==> config.mk <==
export PLATFORM = sky130hd
export DESIGN_NAME = phy_cfg_reg
export DESIGN_NICKNAME = d
export VERILOG_FILES = /design/src/rtl/phy_cfg_pkg.sv /design/src/rtl/phy_cfg_ctrl.sv /design/src/rtl/phy_cfg_testfile.sv /design/src/rtl/phy_cfg_reg.sv
export SDC_FILE = /design/constraint.sdc
export NUM_CORES = 1
export LEC_CHECK = 0
export ABC_AREA = 1
export BUFFER_PORTS_ARGS = -buffer_cell sky130_fd_sc_hd__buf_2
export CORE_UTILIZATION = 63
export DETAILED_ROUTE_END_ITERATION = 8
export GPL_TIMING_DRIVEN = 0
export HOLD_SLACK_MARGIN = 0.08
export PLACE_DENSITY_LB_ADDON = 0.15
export SYNTH_ARGS = -nofsm -noshare
export SYNTH_HDL_FRONTEND = slang
export SYNTH_SLANG_ARGS = --single-unit
==> constraint.sdc <==
create_clock -name clk -period 2.5 [get_ports clk]
set_input_delay 0.125 -clock clk [delete_from_list [all_inputs] [get_ports clk]]
set_output_delay 0.125 -clock clk [all_outputs]
set_load 0.005 [all_outputs]
==> src/rtl/phy_cfg_pkg.sv <==
package phy_cfg_pkg;
  localparam int REG_W    = 32;
  localparam int BYP_BIT  = 31;
  localparam int STB_BIT  = 24;
  localparam int DATA_LSB = 20;
  localparam int DATA_W   = 4;
  localparam int ADDR_LSB = 12;
  localparam int ADDR_W   = 5;
  localparam int OE_BIT   = 0;
  localparam int TF_DEPTH = 1 << ADDR_W;

  function automatic logic [REG_W-1:0] field_mask(input int lsb, input int w);
    logic [REG_W-1:0] m;
    m = '0;
    for (int i = 0; i < w; i++) m[lsb+i] = 1'b1;
    return m;
  endfunction

  localparam logic [REG_W-1:0] LIVE_MASK =
    field_mask(BYP_BIT, 1) | field_mask(STB_BIT, 1) |
    field_mask(DATA_LSB, DATA_W) | field_mask(ADDR_LSB, ADDR_W) |
    field_mask(OE_BIT, 1);

  localparam logic [REG_W-1:0] RESET_VAL = field_mask(BYP_BIT, 1);
endpackage

==> src/rtl/phy_cfg_ctrl.sv <==
module phy_cfg_ctrl
  import phy_cfg_pkg::*;
(
  input  logic              clk,
  input  logic              rst_n,
  input  logic              wr_en,
  input  logic [REG_W-1:0]  wdata,
  output logic [REG_W-1:0]  cfg_q,
  output logic              tf_we,
  output logic [ADDR_W-1:0] tf_waddr,
  output logic [DATA_W-1:0] tf_wdata
);
  logic [REG_W-1:0] cfg_d;
  logic             cfg_en;

  // next state: only defined bits survive
  always_comb begin
    cfg_en = wr_en;
    cfg_d  = wdata & LIVE_MASK;
  end

  // strobe rising edge between stored and incoming value
  always_comb begin
    tf_we    = cfg_en & cfg_d[STB_BIT] & ~cfg_q[STB_BIT];
    tf_waddr = cfg_d[ADDR_LSB +: ADDR_W];
    tf_wdata = cfg_d[DATA_LSB +: DATA_W];
  end

  always_ff @(posedge clk or negedge rst_n) begin
    if (!rst_n)      cfg_q <= RESET_VAL;
    else if (cfg_en) cfg_q <= cfg_d;
  end
endmodule

==> src/rtl/phy_cfg_testfile.sv <==
module phy_cfg_testfile #(
  parameter int DEPTH = 32,
  parameter int WIDTH = 4,
  localparam int AW   = $clog2(DEPTH)
) (
  input  logic             clk,
  input  logic             rst_n,
  input  logic             we,
  input  logic [AW-1:0]    waddr,
  input  logic [WIDTH-1:0] wdata,
  input  logic [AW-1:0]    raddr,
  output logic [WIDTH-1:0] rdata
);
  logic [WIDTH-1:0] mem [DEPTH];
  logic [DEPTH-1:0] sel;

  always_comb begin
    sel = '0;
    sel[waddr] = we;
  end

  for (genvar i = 0; i < DEPTH; i++) begin : g_entry
    always_ff @(posedge clk or negedge rst_n) begin
      if (!rst_n)      mem[i] <= '0;
      else if (sel[i]) mem[i] <= wdata;
    end
  end

  always_comb rdata = mem[raddr];
endmodule

==> src/rtl/phy_cfg_reg.sv <==
module phy_cfg_reg
  import phy_cfg_pkg::*;
(
  input  logic              clk,
  input  logic              rst_n,
  input  logic              bus_valid,
  input  logic              bus_we,
  input  logic [REG_W-1:0]  bus_wdata,
  output logic [REG_W-1:0]  bus_rdata,
  output logic              bus_ready,
  output logic              codec_bypass,
  output logic              refclk_oe,
  input  logic [ADDR_W-1:0] tr_raddr,
  output logic [DATA_W-1:0] tr_rdata
);
  logic              wr_en;
  logic [REG_W-1:0]  cfg_q;
  logic              tf_we;
  logic [ADDR_W-1:0] tf_waddr;
  logic [DATA_W-1:0] tf_wdata;

  assign wr_en     = bus_valid & bus_we;
  assign bus_ready = 1'b1;

  phy_cfg_ctrl u_ctrl (
    .clk      (clk),
    .rst_n    (rst_n),
    .wr_en    (wr_en),
    .wdata    (bus_wdata),
    .cfg_q    (cfg_q),
    .tf_we    (tf_we),
    .tf_waddr (tf_waddr),
    .tf_wdata (tf_wdata)
  );

  phy_cfg_testfile #(.DEPTH(TF_DEPTH), .WIDTH(DATA_W)) u_tf (
    .clk   (clk),
    .rst_n (rst_n),
    .we    (tf_we),
    .waddr (tf_waddr),
    .wdata (tf_wdata),
    .raddr (tr_raddr),
    .rdata (tr_rdata)
  );

  assign bus_rdata    = cfg_q;
  assign codec_bypass = cfg_q[BYP_BIT];
  assign refclk_oe    = cfg_q[OE_BIT];
endmodule

==> flow_summary.toml <==
[timing]
fin_setup_tns_ps = 0
drv_slew = 0
slew_headroom = 0.421
finalHoldViolations = 0
skew_ps = 11.8
tightest_slew_ps = 862
setup_viol = 0
post-route-min-period_ps = 1890
fin_crit_sh = 0.756
max_freq_mhz = 529
rsz0062_at_grt = "no"

[clock_tree]
clock_tree.root_cell = "clkbuf_8"
cts_resized = 0
max-clock-path-buffers = 2
htreeDepth = 4
cts_sinks = 140
clk_latency_ps = 560
cts_tree = "done"
cts_buffers = 17
clkTransAtPathRegs_ps = 60
cts_setup_buffers = 0

[global_route]
grt_usage = 0.389
grt_pass1_vias = 6224
grt_max_degree = 76
grt_antenna_before_repair = 0
grt_overflow_total = 0
grt_first_pass_wirelength_um = 31500

[die]
die_h_um = 104
dieArea_um2 = 10800
start_util = 0.659
dieWidth_um = 104
pin_count = 80
rows = 36
coreArea_um2 = 9910

[critical_path]
cp_slowest_cell = "nor3_4"
worstPathArrival_ps = 2280
critPathMostFrequentCell = "nand2_1"
max_stage_delay_ps = 430
crit_chain = "inv_1, nand3_4, nor3_4, nand2_1, nand2_1, o21ai_0"
path_buf_inv = 1
crit_type = "register to register"
start_kind = "register"
required_ps = 2890
path_max_fanout = 8
end_kind = "register"
cpLargestDelayFamily = "simple AND/OR/NAND/NOR gates"

[run_status]
outcome = "finished clean"

[layout]
area_growth_pct = 18.3
final_util = 0.780
final_area_um2 = 7730
n_antenna_cell = 0
drive_gt1_frac = 0.119
nFillCells = 703
fin_nets = 955

[yosys]
synth_ff_type = "dfrtp_1"
synthTopCellsByArea = "dfrtp_1 (53%), nand2_1 (21%), o21ai_0 (9.7%)"
synth.avg_cell_area_um2 = 7.94
yosys.area.top_type = "dfrtp_1"
yosys.cell_types.count = 16
synth-seq-cells = 140
synth_area_um2 = 6540
synthCells = 823
ys_seq_area_frac = 0.536
yosys-top-cells-count = "nand2_1 (357), dfrtp_1 (139), o21ai_0 (127), nand3_1 (96), clkbuf_1 (26)"
synth-async-reset-ratio = 1.00
synth.most_common_cell = "nand2_1"
synth.top_cell.area_share = 0.532
ys_warn_count = 0
synth_edf_count = 0

[drt]
ant_nets = 0
first_pass_iters = 7
routed_via_density = 5.98
drt-initial-drc-count = 785
wire_per_inst_um = 18.6
drt_wl_total_um = 19700
vias = 6344
drc = 0

[worst_hold_path]
hold_path_class = "input pin to register"

[run]
maxCapViolations = 0

[placed_design]
place_area_um2 = 6980
routabilityCongestion = 0.977
portBuffers = 35
dp_hpwl_um = 12700

[pwr]
peakVddDrop_mv = 0.638
power_per_cell_area_nw_per_um2 = 724
power.leakage_nw = 3.68
worst reg2reg max path, cell delays in order, from the launching register on:
cell and delay, ps:
dfrtp_1 380, inv_1 110, nand3_4 150, nor3_4 440, nand2_1 340, nand2_1 180
o21ai_0 130
flip-flops by register name, indices dropped and copies added, names as in the netlist:
name	flops
u_tf.mem	128
u_ctrl.cfg_q	12
where the power goes:
group          total, mW  leakage [nW]  switching [mW]  internal [mW]
Sequential          2.51          1.91          0.0925           2.42
Clock               2.46         0.283           0.971           1.49
Combinational      0.617          1.49           0.398          0.219
Total               5.59          3.68            1.46           4.13
cell type report:
type | count | area (um2) | share of cell area
sequential | 140 | 3500 | 0.453
multi-input combinational | 625 | 2710 | 0.351
clock buffer | 21 | 459 | 0.0594
timing repair buffer | 53 | 379 | 0.0491
buffer | 61 | 329 | 0.0426
tap | 133 | 166 | 0.0215
clock inverter | 11 | 118 | 0.0152
inverter | 16 | 60.1 | 0.00777
logic make-up after synthesis:
logic type | after synthesis | share of synthesized area
other | 2 | 0.00115
buffers and inverters | 77 | 0.0595
AO/OA/AOI/OAI | 138 | 0.106
flip-flops | 140 | 0.536
AND/OR/NAND/NOR | 466 | 0.297
per-stage QoR:
step | hold slack, ps | setup WS, ps | total power, mW | cells
floorplan | -171 | 1200 | 2.87 | 842
global placement | 328 | -489 | 3.08 | 1010
detailed placement | 149 | 723 | 3.11 | 1011
CTS | 84.5 | 672 | 5.57 | 1060
global route | 198 | 550 | 5.77 | 1060
finish | 134 | 611 | 5.59 | 1060
what timing repair did:
action	CTS	global route
hold endpoints to repair	93	0
setup endpoints to repair	0	0
hold buffers	17	0
placed cells by master (no fill, tap or decap):
| cell | instances |
|---|---|
| inv_2 | 3 |
| buf_4 | 23 |
| buf_6 | 1 |
| nor3_1 | 8 |
| buf_2 | 45 |
| clkbuf_8 | 4 |
| nand2_1 | 357 |
| nor3_4 | 4 |
| buf_16 | 1 |
| bufinv_16 | 2 |
| nand3_4 | 1 |
| clkinvlp_4 | 2 |
| inv_1 | 13 |
| clkbuf_1 | 27 |
| clkbuf_16 | 16 |
| o21ai_1 | 11 |
| buf_1 | 1 |
| conb_1 | 21 |
| dfrtp_1 | 139 |
| nand3_1 | 96 |
| o21ai_0 | 127 |
| dfstp_2 | 1 |
| clkinv_4 | 2 |
| dlygate4sd3_1 | 17 |
| clkinv_2 | 5 |
metal layers:
metal,routed length (um),track usage,share of wire
met1,7570,0.498,0.39
met2,9370,0.617,0.48
met3,1940,0.0902,0.099
met4,787,0.209,0.040
met5,0,0,0
worst paths after layout:
path                                                    from                      endpoint  slack [ps]  cells after the start
worst min-delay path                                  bus_we  u_ctrl.cfg_q[31]$_DFFE_PN1P_         130                      5
max in group asynchronous                              rst_n     u_tf.mem[103]$_DFFE_PN0P_        1590                      3
worst min register to register  u_ctrl.cfg_q[31]$_DFFE_PN1P_  u_ctrl.cfg_q[31]$_DFFE_PN1P_         480                      2
worst max-delay path            u_ctrl.cfg_q[24]$_DFFE_PN0P_      u_tf.mem[95]$_DFFE_PN0P_         610                      6
min in group asynchronous                              rst_n     u_tf.mem[125]$_DFFE_PN0P_         140                      2
worst max register to register  u_ctrl.cfg_q[24]$_DFFE_PN0P_      u_tf.mem[95]$_DFFE_PN0P_         610                      6
(Power assumes the default switching activity.)
